<file path="config.mk">
export PLATFORM = sky130hd
export DESIGN_NAME = dpram_wm
export DESIGN_NICKNAME = d
export VERILOG_FILES = /design/src/rtl/dpram_pkg.sv /design/src/rtl/dpram_array.sv /design/src/rtl/dpram_port.sv /design/src/rtl/dpram_clash.sv /design/src/rtl/dpram_wm.sv
export SDC_FILE = /design/constraint.sdc
export NUM_CORES = 1
export LEC_CHECK = 0
export CAP_MARGIN = 10
export CORE_UTILIZATION = 45
export DETAILED_ROUTE_END_ITERATION = 10
export MAX_ROUTING_LAYER = met4
export PLACE_DENSITY = 0.6
export SETUP_SLACK_MARGIN = 0.5
export SLEW_MARGIN = 20
export SYNTH_ARGS = -nofsm -noshare
export SYNTH_HDL_FRONTEND = slang
export SYNTH_HIERARCHICAL = 1
export SYNTH_SLANG_ARGS = --single-unit
</file>
<file path="constraint.sdc">
create_clock -name clk -period 2.12 [get_ports clk]
set_clock_uncertainty 0.15 [all_clocks]
set_input_delay 0.318 -clock clk [delete_from_list [all_inputs] [get_ports clk]]
set_output_delay 0.318 -clock clk [all_outputs]
set_load 0.01 [all_outputs]
</file>
<file path="src/rtl/dpram_pkg.sv">
package dpram_pkg;
  typedef enum logic [1:0] {
    WM_READ_FIRST  = 2'd0,
    WM_WRITE_FIRST = 2'd1,
    WM_HOLD        = 2'd2
  } wmode_e;
endpackage

</file>
<file path="src/rtl/dpram_array.sv">
// Storage array: combinational pre-write read per port, write priority to A.
module dpram_array #(
  parameter int DATA_W = 16,
  parameter int ADDR_W = 4
) (
  input  logic              clk,
  input  logic              a_wr,
  input  logic [ADDR_W-1:0] a_addr,
  input  logic [DATA_W-1:0] a_wdata,
  input  logic              b_wr,
  input  logic [ADDR_W-1:0] b_addr,
  input  logic [DATA_W-1:0] b_wdata,
  output logic [DATA_W-1:0] a_old,
  output logic [DATA_W-1:0] b_old
);
  localparam int DEPTH = 1 << ADDR_W;

  logic [DATA_W-1:0] store [DEPTH];
  logic              b_commit;

  assign a_old    = store[a_addr];
  assign b_old    = store[b_addr];
  // B yields when A writes the same word in the same cycle
  assign b_commit = b_wr && !(a_wr && (a_addr == b_addr));

  always_ff @(posedge clk) begin
    if (b_commit) store[b_addr] <= b_wdata;
    if (a_wr)     store[a_addr] <= a_wdata;
  end
endmodule

</file>
<file path="src/rtl/dpram_port.sv">
// One port's registered read output, with its write-mode selection.
module dpram_port
  import dpram_pkg::*;
#(
  parameter int     DATA_W = 16,
  parameter wmode_e MODE   = WM_WRITE_FIRST
) (
  input  logic              clk,
  input  logic              rst_n,
  input  logic              en,
  input  logic              we,
  input  logic [DATA_W-1:0] old_data,
  input  logic [DATA_W-1:0] wdata,
  output logic [DATA_W-1:0] rdata
);
  logic [DATA_W-1:0] rdata_d;
  logic              load;

  always_comb begin
    load    = 1'b0;
    rdata_d = rdata;
    if (en) begin
      if (!we) begin
        load    = 1'b1;
        rdata_d = old_data;
      end else if (MODE == WM_READ_FIRST) begin
        load    = 1'b1;
        rdata_d = old_data;
      end else if (MODE == WM_WRITE_FIRST) begin
        load    = 1'b1;
        rdata_d = wdata;
      end
    end
  end

  always_ff @(posedge clk or negedge rst_n) begin
    if (!rst_n)    rdata <= '0;
    else if (load) rdata <= rdata_d;
  end
endmodule

</file>
<file path="src/rtl/dpram_clash.sv">
// Detects same-address conflicts between the ports; flags are registered.
module dpram_clash #(
  parameter int ADDR_W = 4
) (
  input  logic              clk,
  input  logic              rst_n,
  input  logic              a_en,
  input  logic              a_we,
  input  logic [ADDR_W-1:0] a_addr,
  input  logic              b_en,
  input  logic              b_we,
  input  logic [ADDR_W-1:0] b_addr,
  output logic              wr_clash,
  output logic              rd_clash
);
  logic same, wr_d, rd_d;

  always_comb begin
    same = a_en && b_en && (a_addr == b_addr);
    wr_d = same && a_we && b_we;
    rd_d = same && (a_we != b_we);
  end

  always_ff @(posedge clk or negedge rst_n) begin
    if (!rst_n) begin
      wr_clash <= 1'b0;
      rd_clash <= 1'b0;
    end else begin
      wr_clash <= wr_d;
      rd_clash <= rd_d;
    end
  end
endmodule

</file>
<file path="src/rtl/dpram_wm.sv">
module dpram_wm
  import dpram_pkg::*;
#(
  parameter int     DATA_W = 16,
  parameter int     ADDR_W = 4,
  parameter wmode_e MODE_A = WM_WRITE_FIRST,
  parameter wmode_e MODE_B = WM_WRITE_FIRST
) (
  input  logic              clk,
  input  logic              rst_n,
  input  logic              a_en,
  input  logic              a_we,
  input  logic [ADDR_W-1:0] a_addr,
  input  logic [DATA_W-1:0] a_wdata,
  output logic [DATA_W-1:0] a_rdata,
  input  logic              b_en,
  input  logic              b_we,
  input  logic [ADDR_W-1:0] b_addr,
  input  logic [DATA_W-1:0] b_wdata,
  output logic [DATA_W-1:0] b_rdata,
  output logic              wr_clash,
  output logic              rd_clash
);
  logic              a_wr, b_wr;
  logic [DATA_W-1:0] a_old, b_old;

  assign a_wr = a_en && a_we;
  assign b_wr = b_en && b_we;

  dpram_array #(.DATA_W(DATA_W), .ADDR_W(ADDR_W)) u_array (
    .clk(clk), .a_wr(a_wr), .a_addr(a_addr), .a_wdata(a_wdata),
    .b_wr(b_wr), .b_addr(b_addr), .b_wdata(b_wdata),
    .a_old(a_old), .b_old(b_old)
  );

  dpram_port #(.DATA_W(DATA_W), .MODE(MODE_A)) u_port_a (
    .clk(clk), .rst_n(rst_n), .en(a_en), .we(a_we),
    .old_data(a_old), .wdata(a_wdata), .rdata(a_rdata)
  );

  dpram_port #(.DATA_W(DATA_W), .MODE(MODE_B)) u_port_b (
    .clk(clk), .rst_n(rst_n), .en(b_en), .we(b_we),
    .old_data(b_old), .wdata(b_wdata), .rdata(b_rdata)
  );

  dpram_clash #(.ADDR_W(ADDR_W)) u_clash (
    .clk(clk), .rst_n(rst_n),
    .a_en(a_en), .a_we(a_we), .a_addr(a_addr),
    .b_en(b_en), .b_we(b_we), .b_addr(b_addr),
    .wr_clash(wr_clash), .rd_clash(rd_clash)
  );
endmodule

</file>
==> summary.log, run 1 <==
[status] status completed
[die] FP Rows 70
[yosys] register area share after synthesis 0.5097
[pwr] total design power 14.48 mW
[timing] number of slew-limit violations in the final report 0
[yosys] Avg Cell Area, Syn 15.83 µm²
[yosys] top cell type's share of synthesized area 0.4589
[pwr] Clk network pwr share 0.382
[flow_run] max-capacitance violation count 0
[clock_tree] source-to-sink clock delay at the later pin of the worst-skew pair 0.52 ns
[pwr] switching component of the power 3.638 mW
[pwr] switching power as a share of total power 0.2512
[global_route] maximum number of pins on one net before global-route repair 35
[timing] final worst-path cycle share 0.8950
[placement] final HPWL from detailed placement 35.98 mm
[setup_path] endpoint type of the worst setup path register
[routing] ANT nets after route 0
[yosys] leading area contributor after synthesis sky130_fd_sc_hd__edfxtp_1
[yosys] Warnings, synthesis 6
[pwr] fraction of power consumed by combinational cells 0.166
[layout] n_diodes 0
[die] number of top-level pins 80
[layout] fill count 2,713
[layout] Post-Layout Inst Area 22,510 µm²
[yosys] nets in the synthesized netlist 1,104
[setup_path] Worst Path Class, Setup reg2reg
[layout] fraction of layout cells with a size suffix above 1 0.6175
[die] die outline width 194.9 µm
[yosys] Cell Area, Synth 16,750 µm²
[yosys] top cells by area, synth sky130_fd_sc_hd__edfxtp_1 (46%), sky130_fd_sc_hd__mux4_2 (17%), sky130_fd_sc_hd__mux2_2 (16%), sky130_fd_sc_hd__dfrtp_1 (5.1%), sky130_fd_sc_hd__a22oi_1 (2.9%)
[clock_tree] Clock Sink Count 290
[routing] Detailed Routing Iterations Pass 1 5
[yosys] EDFF count, synth 256
[hold_path] Tightest Hold Check Type in2reg
[yosys] cells after synthesis 1,058
[clock_tree] clock tree from TritonCTS done
[setup_path] Critical Path RT 2.35 ns
[global_route] overflow left after global routing 0
[setup_path] arrival time worst endpoint 2.13 ns
[clock_tree] clock slew at the register clock pins of the worst setup and hold paths 0.06 ns
[routing] total wire length after detailed routing 56.22 mm
[yosys] async set-or-reset flop fraction in the synthesized netlist 0.1172
[placement] area after detailed placement 19,950 µm²
[timing] post-route setup slack 0.2225 ns
[yosys] most frequent cells after synthesis sky130_fd_sc_hd__edfxtp_1 (256), sky130_fd_sc_hd__mux2_2 (236), sky130_fd_sc_hd__mux4_2 (128), sky130_fd_sc_hd__a22oi_1 (64), sky130_fd_sc_hd__clkbuf_1 (52)
[die] starting density of the core 0.4576
[routing] wire per inst 31.17 µm
[timing] Setup-failing EPs final 0
[routing] total number of vias 11,370
[routing] drt initial violations 888
[layout] final core area utilization 0.6148
[layout] area delta synth->final 34.36%
[setup_path] startpoint type of the worst setup path register
[timing] maximum achievable frequency 0.5270 GHz
[global_route] antenna violations before repair 0
[die] die outline height 194.9 µm
[timing] Final min period 1.897 ns
[yosys] most frequently used cell type in the post-synthesis netlist sky130_fd_sc_hd__edfxtp_1
[die] core area 36,610 µm²
[timing] endpoints failing hold 0
[placement] final weighted congestion in routability-driven placement 0.8740
[clock_tree] number of buffers created by CTS 34
[routing] # DRC 0
[routing] vias per inst 6.303
[pwr] static leakage 8.154 nW
[layout] nets@finish 1,358
[placement] number of I/O port buffers 79
[setup_path] CP Max Fanout 2
[clock_tree] root buffer cell sky130_fd_sc_hd__clkbuf_16
[die] Die ar. 38,000 µm²
[pwr] Internal 10.84 mW
[timing] Worst slew margin 0.3642
[clock_tree] H-tree levels 2
[pwr] power density normalized to cell area 643.4 nW/µm²
[timing] hold slack 0.2457 ns
[placement] Post-Place Worst Slack -0.6770 ns
[timing] actual slew at the worst max-slew pin 0.9537 ns
[timing] RSZ-0062 raised after global routing true
[global_route] global-route usage over all layers 0.2972
[yosys] leading register cell type out of synthesis sky130_fd_sc_hd__edfxtp_1
[yosys] number of synthesized register bits 290
[pwr] fraction of power consumed by sequential logic 0.451
[clock_tree] maximum buffer depth of the clock tree 3
[global_route] wire length of the first global-routing pass 78.60 mm
[pwr] maximum ir drop on the vdd rail 0.6213 mV
[yosys] number of distinct library cells after synthesis 38
[global_route] vias in the first global route 11,420
==> layer usage <==
layer | wire [µm] | track usage
met1 | 22540 | 0.3910
met2 | 28210 | 0.4873
met5 | 0 | -
met3 | 3829 | 0.03019
met4 | 1646 | 0.09157
==> path summary, 6_finish.rpt <==
kind / endpoint / start / cells past startpoint / slack, ns
min reg2reg: u_port_b/rdata[2]$_DFFE_PN0P_ / u_port_b/rdata[2]$_DFFE_PN0P_ / 2 / 0.37
min in group asynchronous: u_port_b/rdata[5]$_DFFE_PN0P_ / rst_n / 2 / 0.35
max in group asynchronous: u_port_a/rdata[14]$_DFFE_PN0P_ / rst_n / 2 / 0.80
max: u_port_b/rdata[1]$_DFFE_PN0P_ / u_array/store[11][1]$_DFFE_PP_ / 6 / 0.22
min: u_port_a/rdata[1]$_DFFE_PN0P_ / a_en / 3 / 0.25
max reg2reg: u_port_b/rdata[1]$_DFFE_PN0P_ / u_array/store[11][1]$_DFFE_PP_ / 6 / 0.22
==> power groups by stage <==
stage               Sequential, mW  Clock (mW)  Combinational [mW]
finish                        6.54        5.53                2.41
global route                  6.55        5.79                2.53
CTS                           6.53        5.60                2.25
detailed placement            6.65           0                2.18
global placement              6.64           0                2.16
floorplan                     6.65           0                1.16
==> cell families (layout without fill, tap and decap cells) <==
family,count (synthesis),after routing,share of synthesized area
buffers and inverters,118,396,0.03765
multiplexers,416,416,0.3673
AO/OA/AOI/OAI,112,112,0.04638
AND/OR/NAND/NOR,113,113,0.03421
XOR/XNOR,9,9,0.004706
flip-flops,290,290,0.5097
==> final cells by class <==
| class | count | area [µm²] | area share |
|---|---|---|---|
| clock buffers | 42 | 912.1 | 0.04053 |
| clock inverters | 18 | 116.4 | 0.005170 |
| inverters | 1 | 3.754 | 0.0001668 |
| multi-input cells | 650 | 8462 | 0.3760 |
| flip-flops and latches | 290 | 8541 | 0.3795 |
| well taps | 468 | 585.6 | 0.02602 |
| repair buffers | 335 | 3886 | 0.1727 |
==> flip-flops by register name, indices dropped and copies added, names as in the netlist <==
signal            flops
u_array/store       256
u_port_a/rdata       16
u_port_b/rdata       16
u_clash/rd_clash      1
u_clash/wr_clash      1
==> worst max-delay path, cell delays in order, from the launching register on <==
cell                       delay [ns]
sky130_fd_sc_hd__edfxtp_1        0.39
sky130_fd_sc_hd__mux4_2          0.50
sky130_fd_sc_hd__a22oi_2         0.23
sky130_fd_sc_hd__nand2_1         0.11
sky130_fd_sc_hd__mux2i_1         0.16
sky130_fd_sc_hd__buf_4           0.16
sky130_fd_sc_hd__a21oi_2         0.05
==> timing repair <==
item | in CTS | in global routing
pin swaps | 50 | 66
resized for setup | 127 | 165
setup endpoints to repair | 578 | 439
endpoints found under the hold margin | 34 | 0
hold buffers | 1 | 0
buffers inserted | 30 | 24
cloned | 6 | 9
==> metrics by stage <==
step	std cells	TNS [ns]
detailed placement	1674	-267.59
floorplan	1058	-45.00
CTS	1771	0
global route	1804	0
finish	1804	0
global placement	1673	-269.82
==> cell usage in the layout, fill, tap and decap left out, types with 9 or more instances in the layout <==
cell type	Yosys	final
sky130_fd_sc_hd__clkbuf_2	0	20
sky130_fd_sc_hd__buf_4	10	135
sky130_fd_sc_hd__a22oi_2	0	46
sky130_fd_sc_hd__dfrtp_1	34	32
sky130_fd_sc_hd__clkdlybuf4s50_1	0	32
sky130_fd_sc_hd__nor2_1	37	37
sky130_fd_sc_hd__nand2_1	37	35
sky130_fd_sc_hd__buf_6	8	43
sky130_fd_sc_hd__buf_12	2	65
sky130_fd_sc_hd__o32ai_4	0	9
sky130_fd_sc_hd__mux2_2	236	196
sky130_fd_sc_hd__edfxtp_1	256	256
sky130_fd_sc_hd__a21oi_1	32	28
sky130_fd_sc_hd__mux2i_1	32	27
sky130_fd_sc_hd__mux2_4	18	58
sky130_fd_sc_hd__mux4_2	128	128
sky130_fd_sc_hd__a22oi_1	64	18
sky130_fd_sc_hd__clkbuf_16	0	46
Power figures use the tool's default switching activity.
==> run 2: changes to the inputs <==
--- a/config.mk
+++ b/config.mk
@@ -7,9 +7,11 @@
 export LEC_CHECK = 0
 export CAP_MARGIN = 10
 export CORE_UTILIZATION = 45
+export CTS_CLUSTER_SIZE = 8
 export DETAILED_ROUTE_END_ITERATION = 10
 export MAX_ROUTING_LAYER = met4
 export PLACE_DENSITY = 0.6
+export RECOVER_POWER = 50
 export SETUP_SLACK_MARGIN = 0.5
 export SLEW_MARGIN = 20
 export SYNTH_ARGS = -nofsm -noshare
==> constraint.sdc (replaced) <==
create_clock -name clk -period 2 [get_ports clk]
set_clock_uncertainty 0.15 [all_clocks]
set_input_delay 0.3 -clock clk [delete_from_list [all_inputs] [get_ports clk]]
set_output_delay 0.3 -clock clk [all_outputs]
set_load 0.01 [all_outputs]
==> run 2 against run 1 <==
  * Via count up 2.3%
  * Count of clock-buffer cells in the layout up 33
  * Flip-flop and latch count unchanged
  * Highest routed layer unchanged
==> summary.log, run 2 (synthesis results as in run 1) <==
[routing] drt initial violations 858 [was 888]
[routing] ANT nets after route 0 [unchanged]
[setup_path] number of cells traversed by the worst register-to-register path 6 [unchanged]
[layout] n_diodes 0 [unchanged]
[timing] final worst-path cycle share 0.9720
[layout] area delta synth->final 35.31% [was 34.36%]
[die] die outline width 194.9 µm [unchanged]
[routing] total number of vias 11,630 [was 11,370]
[timing] endpoints failing hold 0 [unchanged]
[timing] Setup-failing EPs final 0 [unchanged]
[pwr] power density normalized to cell area 723.8 nW/µm² [was 643.4 nW/µm²]
[routing] wire per inst 32.02 µm [was 31.17 µm]
[setup_path] arrival time worst endpoint 2.08 ns [was 2.13 ns]
[die] starting density of the core 0.4576 [unchanged]
[layout] fraction of layout cells with a size suffix above 1 0.5704 [was 0.6175]
[die] Die ar. 38,000 µm² [unchanged]
[layout] final core area utilization 0.6191 [was 0.6148]
[die] number of top-level pins 80 [unchanged]
[timing] Worst slew margin 0.2075 [was 0.3642]
[routing] total wire length after detailed routing 58.66 mm [was 56.22 mm]
[setup_path] startpoint type of the worst setup path input pin [was register]
[global_route] overflow left after global routing 0 [unchanged]
[clock_tree] clock tree from TritonCTS done [unchanged]
[layout] leading cell types in the layout, fill and taps excluded sky130_fd_sc_hd__edfxtp_1 (256), sky130_fd_sc_hd__mux2_2 (134), sky130_fd_sc_hd__mux4_2 (128) [was sky130_fd_sc_hd__edfxtp_1 (256), sky130_fd_sc_hd__mux2_2 (196), sky130_fd_sc_hd__buf_4 (135)]
[clock_tree] clock slew at the register clock pins of the worst setup and hold paths 0.05 ns [was 0.06 ns]
[timing] RSZ-0062 raised after global routing true [unchanged]
[pwr] maximum ir drop on the vdd rail 0.5752 mV [was 0.6213 mV]
[clock_tree] source-to-sink clock delay at the later pin of the worst-skew pair 0.57 ns [was 0.52 ns]
[timing] post-route setup TNS 0 ns [unchanged]
[hold_path] Tightest Hold Check Type in2reg [unchanged]
[hold_path] Hold Path Stages 6 [was 3]
[timing] number of slew-limit violations in the final report 0 [unchanged]
[flow_run] max-capacitance violation count 0 [unchanged]
[setup_path] Worst Path Class, Setup in2reg [was reg2reg]
[routing] vias per inst 6.349 [was 6.303]
[global_route] maximum number of pins on one net before global-route repair 46 [was 35]
[timing] maximum achievable frequency 0.5144 GHz
[layout] nets@finish 1,377 [was 1,358]
[setup_path] endpoint type of the worst setup path register [unchanged]
[placement] number of I/O port buffers 79 [unchanged]
[die] die outline height 194.9 µm [unchanged]
[setup_path] Critical Path RT 2.13 ns [was 2.35 ns]
[clock_tree] maximum buffer depth of the clock tree 3 [unchanged]
[global_route] vias in the first global route 11,620 [was 11,420]
[status] status completed [unchanged]
[layout] max reg flops 256 [unchanged]
[clock_tree] H-tree levels 2 [unchanged]
[setup_path] CP Max Fanout 4 [was 2]
[timing] actual slew at the worst max-slew pin 1.189 ns [was 0.9537 ns]
[die] FP Rows 70 [unchanged]
[global_route] global-route usage over all layers 0.3125 [was 0.2972]
[placement] final HPWL from detailed placement 35.44 mm [was 35.98 mm]
[clock_tree] number of buffers created by CTS 42 [was 34]
[global_route] wire length of the first global-routing pass 81.25 mm [was 78.60 mm]
[pwr] static leakage 8.239 nW [was 8.154 nW]
[routing] # DRC 0 [unchanged]
[layout] commonest non-fill, non-tap cell in the layout sky130_fd_sc_hd__edfxtp_1 [unchanged]
[routing] Detailed Routing Iterations Pass 1 5 [unchanged]
[global_route] antenna violations before repair 0 [unchanged]
[placement] final weighted congestion in routability-driven placement 0.8397 [was 0.8740]
[layout] leading registers by flop count u_array/store: 256 flops, u_port_a/rdata: 16 flops, u_port_b/rdata: 16 flops [unchanged]
[die] core area 36,610 µm² [unchanged]
[clock_tree] root buffer cell sky130_fd_sc_hd__clkbuf_16 [unchanged]
[timing] Final min period 1.944 ns
[clock_tree] Clock Sink Count 290 [unchanged]
[layout] register with the highest flop count u_array/store [unchanged]
run 2: path summary, 6_finish.rpt:
check / startpoint / slack, ns / to
max: a_en / 0.06 / u_array/store[2][1]$_DFFE_PP_
min: b_addr[2] / 0.18 / u_clash/rd_clash$_DFF_PN0_
max reg2reg: u_array/store[11][3]$_DFFE_PP_ / 0.12 / u_port_b/rdata[3]$_DFFE_PN0P_
min reg2reg: u_port_b/rdata[1]$_DFFE_PN0P_ / 0.37 / u_port_b/rdata[1]$_DFFE_PN0P_
max in group asynchronous: rst_n / 0.53 / u_port_a/rdata[13]$_DFFE_PN0P_
min in group asynchronous: rst_n / 0.36 / u_port_b/rdata[3]$_DFFE_PN0P_
run 2: through the flow:
stage / hold slack, ns / instance area [µm²] / power, mW / std cells / worst slack [ns]
floorplan: -0.1456 / 17120 / 8.283 / 1058 / -0.3319
global placement: 0.3495 / 19810 / 9.307 / 1659 / -0.8237
detailed placement: 0.3607 / 19830 / 9.333 / 1660 / -0.8805
CTS: 0.1466 / 22140 / 16.31 / 1783 / 0.1659
global route: 0.1886 / 22670 / 16.87 / 1832 / 0.04177
finish: 0.1777 / 22670 / 16.41 / 1832 / 0.05592
run 2: cell type report:
type | instances | area, µm²
fillers | 2738 | 13940
flip-flops and latches | 290 | 8541
multi-input cells | 650 | 8438
repair buffers | 346 | 3854
clock buffers | 75 | 1206
well taps | 468 | 585.6
clock inverters | 2 | 38.79
inverters | 1 | 3.754
run 2: power breakdown:
group          switching [mW]  internal [mW]  total, mW  leakage [nW]
clock                    2.69           4.17       6.86         0.592
sequential              0.118           6.83       6.94          2.70
combinational            1.25           1.36       2.60          4.95
total                    4.06           12.3       16.4          8.24
run 2: repair_timing:
| item | CTS | global route |
|---|---|---|
| resized for setup | 184 | 259 |
| endpoints found under the hold margin | 34 | 0 |
| cloned | 11 | 7 |
| buffers inserted | 34 | 42 |
| hold buffers | 1 | 0 |
| setup endpoints to repair | 580 | 502 |
| pin swaps | 74 | 37 |
run 2: critical path: stages:
cell,delay (ns)
sky130_fd_sc_hd__buf_6,0.07
sky130_fd_sc_hd__and2_4,0.15
sky130_fd_sc_hd__buf_6,0.12
sky130_fd_sc_hd__nor3b_1,0.52
sky130_fd_sc_hd__buf_6,0.20
sky130_fd_sc_hd__nand2b_1,0.11
sky130_fd_sc_hd__clkbuf_1,0.19
sky130_fd_sc_hd__o41ai_4,0.08
sky130_fd_sc_hd__buf_6,0.18
sky130_fd_sc_hd__clkbuf_16,0.15
run 2: metal layers:
layer	up-vias	global-route usage	share of wire
li1	4845	-	-
met1	6093	0.3997	0.39
met2	556	0.5017	0.48
met3	137	0.05796	0.084
met4	0	0.1047	0.041
met5	-	-	0
